--- config.mk ---
export PLATFORM = sky130hd
export DESIGN_NAME = exc_bank_unit
export DESIGN_NICKNAME = d
export VERILOG_FILES = /design/src/rtl/exc_bank_pkg.sv /design/src/rtl/mode_bank_map.sv /design/src/rtl/vector_sel.sv /design/src/rtl/bank_file.sv /design/src/rtl/exc_bank_unit.sv
export SDC_FILE = /design/constraint.sdc
export NUM_CORES = 1
export LEC_CHECK = 0
export BUFFER_PORTS_ARGS = -buffer_cell sky130_fd_sc_hd__buf_2
export CAP_MARGIN = 40
export CORE_ASPECT_RATIO = 0.6
export CORE_UTILIZATION = 54
export DETAILED_ROUTE_END_ITERATION = 7
export HOLD_SLACK_MARGIN = 0.02
export PLACE_DENSITY = 0.77
export SLEW_MARGIN = 0
export SYNTH_ARGS = -nofsm -noshare
export SYNTH_HDL_FRONTEND = slang
export SYNTH_SLANG_ARGS = --single-unit
--- constraint.sdc ---
create_clock -name clk -period 3.1 [get_ports clk]
set_clock_uncertainty 0.15 [all_clocks]
set_input_delay 0.31 -clock clk [delete_from_list [all_inputs] [get_ports clk]]
set_output_delay 0.31 -clock clk [all_outputs]
set_load 0.005 [all_outputs]
--- src/rtl/exc_bank_pkg.sv ---
package exc_bank_pkg;
  localparam int NUM_BANKS = 5;
  localparam int BANK_W    = $clog2(NUM_BANKS);
  localparam int MODE_W    = 5;
  localparam int IRQ_OFF_BIT = 7;

  typedef enum logic [MODE_W-1:0] {
    M_USER = 5'h10,
    M_INTR = 5'h12,
    M_PRIV = 5'h13,
    M_TRAP = 5'h17,
    M_EXTN = 5'h1B,
    M_SUSR = 5'h1F
  } cpu_mode_e;

  typedef enum logic [2:0] {
    C_PRIV = 3'd0,
    C_IABT = 3'd1,
    C_DABT = 3'd2,
    C_IRQ  = 3'd3
  } exc_cause_e;
endpackage

--- src/rtl/mode_bank_map.sv ---
module mode_bank_map
  import exc_bank_pkg::*;
(
  input  logic [MODE_W-1:0] mode,
  output logic [BANK_W-1:0] bank,
  output logic              known
);
  always_comb begin
    known = 1'b1;
    bank  = '0;
    case (mode)
      M_USER, M_SUSR: bank = BANK_W'(0);
      M_PRIV:         bank = BANK_W'(1);
      M_TRAP:         bank = BANK_W'(2);
      M_EXTN:         bank = BANK_W'(3);
      M_INTR:         bank = BANK_W'(4);
      default:        known = 1'b0;
    endcase
  end
endmodule

--- src/rtl/vector_sel.sv ---
module vector_sel
  import exc_bank_pkg::*;
#(
  parameter int          XLEN    = 32,
  parameter logic [31:0] HI_BASE = 32'hFFFF_0000
) (
  input  logic [2:0]        cause,
  input  logic              hi_vec,
  output logic [MODE_W-1:0] tgt_mode,
  output logic [XLEN-1:0]   vector,
  output logic              known
);
  logic [7:0] offset;

  always_comb begin
    known    = 1'b1;
    tgt_mode = M_PRIV;
    offset   = 8'h00;
    case (cause)
      C_PRIV: begin tgt_mode = M_PRIV; offset = 8'h08; end
      C_IABT: begin tgt_mode = M_TRAP; offset = 8'h0C; end
      C_DABT: begin tgt_mode = M_TRAP; offset = 8'h10; end
      C_IRQ:  begin tgt_mode = M_INTR; offset = 8'h18; end
      default: known = 1'b0;
    endcase
    vector = XLEN'(offset) + (hi_vec ? XLEN'(HI_BASE) : '0);
  end
endmodule

--- src/rtl/bank_file.sv ---
module bank_file #(
  parameter int W      = 32,
  parameter int NB     = 5,
  localparam int SEL_W = (NB > 1) ? $clog2(NB) : 1
) (
  input  logic             clk,
  input  logic             rst_n,
  input  logic             we,
  input  logic [SEL_W-1:0] wr_bank,
  input  logic [W-1:0]     wr_r29,
  input  logic [W-1:0]     wr_r30,
  input  logic [W-1:0]     wr_bsr,
  input  logic [SEL_W-1:0] rd_bank,
  output logic [W-1:0]     rd_r29,
  output logic [W-1:0]     rd_r30,
  output logic [W-1:0]     rd_bsr
);
  logic [W-1:0] r29_m [NB];
  logic [W-1:0] r30_m [NB];
  logic [W-1:0] bsr_m [NB];

  for (genvar b = 0; b < NB; b++) begin : g_bank
    always_ff @(posedge clk or negedge rst_n) begin
      if (!rst_n) begin
        r29_m[b] <= '0;
        r30_m[b] <= '0;
        bsr_m[b] <= '0;
      end else if (we && (wr_bank == SEL_W'(b))) begin
        r29_m[b] <= wr_r29;
        r30_m[b] <= wr_r30;
        bsr_m[b] <= wr_bsr;
      end
    end
  end

  always_comb begin
    rd_r29 = '0;
    rd_r30 = '0;
    rd_bsr = '0;
    for (int b = 0; b < NB; b++) begin
      if (rd_bank == SEL_W'(b)) begin
        rd_r29 = r29_m[b];
        rd_r30 = r30_m[b];
        rd_bsr = bsr_m[b];
      end
    end
  end
endmodule

--- src/rtl/exc_bank_unit.sv ---
module exc_bank_unit
  import exc_bank_pkg::*;
#(
  parameter int XLEN = 32
) (
  input  logic            clk,
  input  logic            rst_n,
  input  logic            exc_valid,
  output logic            exc_ready,
  input  logic [2:0]      exc_cause,
  input  logic            hi_vec,
  input  logic [XLEN-1:0] pc_in,
  input  logic [XLEN-1:0] stat_in,
  input  logic            msw_req,
  input  logic [4:0]      msw_mode,
  input  logic            gw_en,
  input  logic [1:0]      gw_sel,
  input  logic [XLEN-1:0] gw_data,
  output logic [XLEN-1:0] r29_q,
  output logic [XLEN-1:0] r30_q,
  output logic [XLEN-1:0] bsr_q,
  output logic            exc_done,
  output logic [XLEN-1:0] redirect_pc,
  output logic [XLEN-1:0] new_stat,
  output logic            err
);
  logic              exc_acc, exc_ok, sw_act, sw_ok, swap;
  logic [MODE_W-1:0] cur_mode, vec_mode, tgt_mode;
  logic [BANK_W-1:0] old_bank, new_bank;
  logic              old_known, new_known, cause_known;
  logic [XLEN-1:0]   vec_addr, b_r29, b_r30, b_bsr, stat_next;

  assign exc_acc  = exc_valid && exc_ready;
  assign cur_mode = stat_in[MODE_W-1:0];

  vector_sel #(.XLEN(XLEN)) u_vec (
    .cause(exc_cause), .hi_vec(hi_vec),
    .tgt_mode(vec_mode), .vector(vec_addr), .known(cause_known)
  );

  assign tgt_mode = exc_acc ? vec_mode : msw_mode;

  mode_bank_map u_old (.mode(cur_mode), .bank(old_bank), .known(old_known));
  mode_bank_map u_new (.mode(tgt_mode), .bank(new_bank), .known(new_known));

  assign exc_ok = exc_acc && cause_known && old_known;
  assign sw_act = !exc_acc && msw_req;
  assign sw_ok  = sw_act && old_known && new_known;
  assign swap   = (exc_ok || sw_ok) && (old_bank != new_bank);

  bank_file #(.W(XLEN), .NB(NUM_BANKS)) u_banks (
    .clk(clk), .rst_n(rst_n),
    .we(swap), .wr_bank(old_bank),
    .wr_r29(r29_q), .wr_r30(r30_q), .wr_bsr(bsr_q),
    .rd_bank(new_bank),
    .rd_r29(b_r29), .rd_r30(b_r30), .rd_bsr(b_bsr)
  );

  always_comb begin
    stat_next = stat_in;
    stat_next[MODE_W-1:0]   = vec_mode;
    stat_next[IRQ_OFF_BIT]  = 1'b1;
  end

  always_ff @(posedge clk or negedge rst_n) begin
    if (!rst_n) begin
      r29_q       <= '0;
      r30_q       <= '0;
      bsr_q       <= '0;
      exc_done    <= 1'b0;
      exc_ready   <= 1'b1;
      err         <= 1'b0;
      redirect_pc <= '0;
      new_stat    <= '0;
    end else begin
      exc_done  <= exc_ok;
      exc_ready <= !exc_ok;
      err       <= (exc_acc && !exc_ok) || (sw_act && !sw_ok);
      if (exc_ok) begin
        if (swap) r29_q <= b_r29;
        r30_q       <= pc_in;
        bsr_q       <= stat_in;
        redirect_pc <= vec_addr;
        new_stat    <= stat_next;
      end else if (sw_ok) begin
        if (swap) begin
          r29_q <= b_r29;
          r30_q <= b_r30;
          bsr_q <= b_bsr;
        end
      end else if (!exc_acc && !msw_req && gw_en) begin
        case (gw_sel)
          2'd0:    r29_q <= gw_data;
          2'd1:    r30_q <= gw_data;
          2'd2:    bsr_q <= gw_data;
          default: ;
        endcase
      end
    end
  end

  AST_DONE_PULSE: assert property (@(posedge clk) disable iff (!rst_n)
    exc_done |=> !exc_done);
  AST_READY_LOW: assert property (@(posedge clk) disable iff (!rst_n)
    exc_done |-> !exc_ready);
  AST_BAD_CAUSE: assert property (@(posedge clk) disable iff (!rst_n)
    (exc_valid && exc_ready && exc_cause > 3'd3) |=> (err && !exc_done));
  AST_ERR_HOLD: assert property (@(posedge clk) disable iff (!rst_n)
    err |-> ($stable(r29_q) && $stable(r30_q) && $stable(bsr_q)));
  AST_IRQ_MASKED: assert property (@(posedge clk) disable iff (!rst_n)
    exc_done |-> new_stat[IRQ_OFF_BIT]);
  AST_VEC_RANGE: assert property (@(posedge clk) disable iff (!rst_n)
    exc_done |-> (redirect_pc[XLEN-1:16] == '0 || &redirect_pc[XLEN-1:16]));
  AST_RET_ADDR: assert property (@(posedge clk) disable iff (!rst_n)
    exc_ok |=> (r30_q == $past(pc_in)));
endmodule

==> summary.md <==
| Metric | Value |
|---|---|
| Status | `finished clean` |
| WP buf/inv | `1` |
| First-pass GRT wire length | `130 mm` |
| Largest net degree at the start of global routing | `83` |
| Critical Path AT | `3360 ps` |
| Worst reg2reg path depth | `8` |
| Switch Pwr | `0.00564 W` |
| Boundary pin count | `275` |
| Fin Setup TNS | `0 ps` |
| Cts bufs inserted | `55` |
| Peak supply drop | `494 uV` |
| Remaining Overflow, GRT | `0` |
| # setup viols final | `0` |
| Hold/Removal Path Class | `in -> reg` |
| Worst path top cell family by delay | `simple AND/OR/NAND/NOR gates` |
| Number of flops mapped to enable cells by yosys | `0` |
| Leakage power | `16.4 nW` |
| Critical path required time | `3420 ps` |
| Tightest Pin Transition | `903 ps` |
| Int Power | `0.0144 W` |
| Setup Fix Bufs, Post-CTS | `0` |
| Flop pwr share | `49.9%` |
| Power per cell area | `606 nW/um^2` |
| DRC viols | `0` |
| Post-synth ARST share | `100%` |
| Crit end category | `register` |
| H-tree levels | `2` |
| Vias per Instance | `6.29` |
| Number of global-route vias before repair | `21083` |
| Sink Count | `612` |
| Clock share of power | `34.8%` |
| Comb pwr share | `15.3%` |
| Final ANT Viol Nets | `0` |
| Die H | `178 um` |
| Hold Path Sink | `r30_q[4]` |
| FF-to-FF setup slack | `60 ps` |
| Mean Syn Cell Area | `12.6 um^2` |
| DR iter-0 viols | `2132` |
| Top_reg_cell synth | `dfrtp_1` |
| Drt first pass iters | `5` |
| Num rows | `63` |
| Initial Utilization | `55.4%` |
| CP Launch Type | `register` |
| Core area | `50100 um^2` |
| HPWL after DPL | `53.0 mm` |
| Die W | `295 um` |
| Fillers | `3502` |
| Fin. Hold Viols | `0` |
| Die area | `52300 um^2` |
| Rel. slew slack | `39.8%` |
| Fin. max-slew vios | `0` |
| Placed cell area | `30300 um^2` |
| Yosys warning count | `0` |
| RSZ-0062 raised after global routing | `false` |
| Post-layout nets | `2635` |
| Crit-path max FO | `48` |
| Via Count | `20439` |
| Share of cells above drive strength 1 | `38.5%` |
| Net Sw Frac | `28.1%` |
| Hold Path Origin | `pc_in[4]` |
| Max Root-Sink Buffers | `3` |
| GPL Wtd Cong | `0.913` |
| Crit-path cells | `and3b_1, nand3_1, a32o_1, a31oi_2, o21ai_4, or4_4, buf_12, mux2_4` |
| Initial antenna violation count | `3` |
| Number of max-cap violations | `0` |
| Worst Hold Depth | `4` |
| Gate Count Post-Synth | `2206` |
| Fin Hold WS | `52.2 ps` |
| WL final | `84.9 mm` |
| Layout area overhead | `19.3%` |
| WL/cell | `26.1 um` |
| PortBufs | `260` |
| Clock latency at the later pin of the worst-skew pair | `590 ps` |
| RR Endpoint | `u_banks.r30_m[55]` |
| Classification of the worst setup path | `reg -> reg` |
| Worst path max stage delay | `570 ps` |
| Seq/Total Area, Yosys | `55.2%` |
| Most common cell after layout, fill and taps aside | `dfrtp_1` |
| CTS Root Buffer Type | `clkbuf_16` |
| All-Layer GR Usage | `32.8%` |
| TritonCTS clock tree | `yes` |
| Maximum clock rate | `0.329 GHz` |
| Worst-path clk slew | `70 ps` |
| Min Clock Period, post-route | `3040 ps` |
| Post-synth cell types | `58` |
| Flop and latch count out of synthesis | `612` |
| Most frequent cells in the layout | `dfrtp_1, mux2_2, buf_2` |
| Design Area, Final | `33100 um^2` |
| Final period util | `98.0%` |
| Synth Cell Area | `27700 um^2` |
| R2R Path Start | `exc_ready` |
| Slowest CP cell | `dfstp_2` |
[power groups by stage]
stage | clock network (W) | registers (W) | logic [W]
floorplan | 0 | 0.00983 | 0.00154
global placement | 0 | 0.00999 | 0.00284
detailed placement | 0 | 0.0101 | 0.00295
CTS | 0.00702 | 0.00997 | 0.00306
global route | 0.00735 | 0.0101 | 0.00333
finish | 0.00699 | 0.0100 | 0.00307
[cell families after synthesis]
group	Yosys count	synth area share [%]
flops	612	55.2
mux	539	23.4
compound gates	512	12.3
simple gates	334	5.09
buf+inv	203	3.78
xor+xnor	4	0.153
fa+ha+maj	1	0.0361
other cells	1	0.0135
[cell usage after synthesis, types with 11 or more instances]
library cell    n  area (um^2)
mux2_2        401         4520
o22ai_1        11         68.8
mux2i_1        18          180
a21oi_1       117          586
nand3_1        54          270
a22oi_1        44          330
buf_2          34          170
dfrtp_1       611        15300
o21ai_0       154          771
buf_4          31          233
o221ai_1       26          228
a221o_1        32          320
buf_6          17          191
a221oi_1       58          508
nor2_1         45          169
clkbuf_1      107          402
nand2_1       206          773
mux2_4        120         1800
[what timing repair did]
| item | CTS | global route |
|---|---|---|
| endpoints found under the setup margin | 0 | 199 |
| hold endpoints to repair | 175 | 0 |
| hold buffers | 90 | 0 |
| resized for setup | 0 | 4 |
[layer usage]
metal / global-route usage, % / wire length (um)
met2: 51.3 / 39200
met4: 12.7 / 3600
met1: 43.9 / 34600
met3: 8.59 / 7530
met5: 0 / 0
[worst register-to-register path: cells and delay by family (launching register included)]
kind | cells | cell delay [ps]
flops | 1 | 570
buf+inv | 1 | 250
simple gates | 3 | 850
mux | 1 | 390
compound gates | 3 | 700
[final cells by class]
class                   count  area, um^2  share of cell area [%]
clock buffers              89        1690                    5.10
well taps                 682         853                    2.58
inverters                   5        20.0                  0.0605
multi-input cells        1404       11600                    35.1
flip-flops and latches    612       15300                    46.3
diodes                      3        7.51                  0.0227
clock inverters            11         136                   0.412
repair buffers            445        3460                    10.5
[per-stage QoR]
stage	setup slack, ps	power [W]	instances	utilization, %
finish	60.5	0.0201	3251	66.1
global placement	65.6	0.0128	3058	60.6
floorplan	126	0.0114	2219	-
global route	7.00	0.0208	3249	66.1
CTS	49.3	0.0201	3248	66.0
detailed placement	-13.5	0.0131	3058	60.6
[sequential cells by signal, indices dropped and copies added (netlist names)]
register       cells
bsr_q             32
u_banks.r30_m    160
u_banks.r29_m    160
exc_done           1
err                1
new_stat          29
r29_q             32
exc_ready          1
redirect_pc        4
r30_q             32
u_banks.bsr_m    160
[worst max path at each step]
stage | end | startpoint | slack [ps] | depth (start not counted)
global route | u_banks.bsr_m[61] | exc_ready | 7 | 8
detailed placement | r30_q[28] | msw_mode[0] | -10 | 9
global placement | u_banks.bsr_m[47] | exc_cause[0] | 70 | 9
floorplan | u_banks.bsr_m[0] | exc_ready | 130 | 12
CTS | u_banks.bsr_m[47] | exc_ready | 50 | 8
finish | u_banks.r30_m[55] | exc_ready | 60 | 8
(Power assumes the default switching activity.)
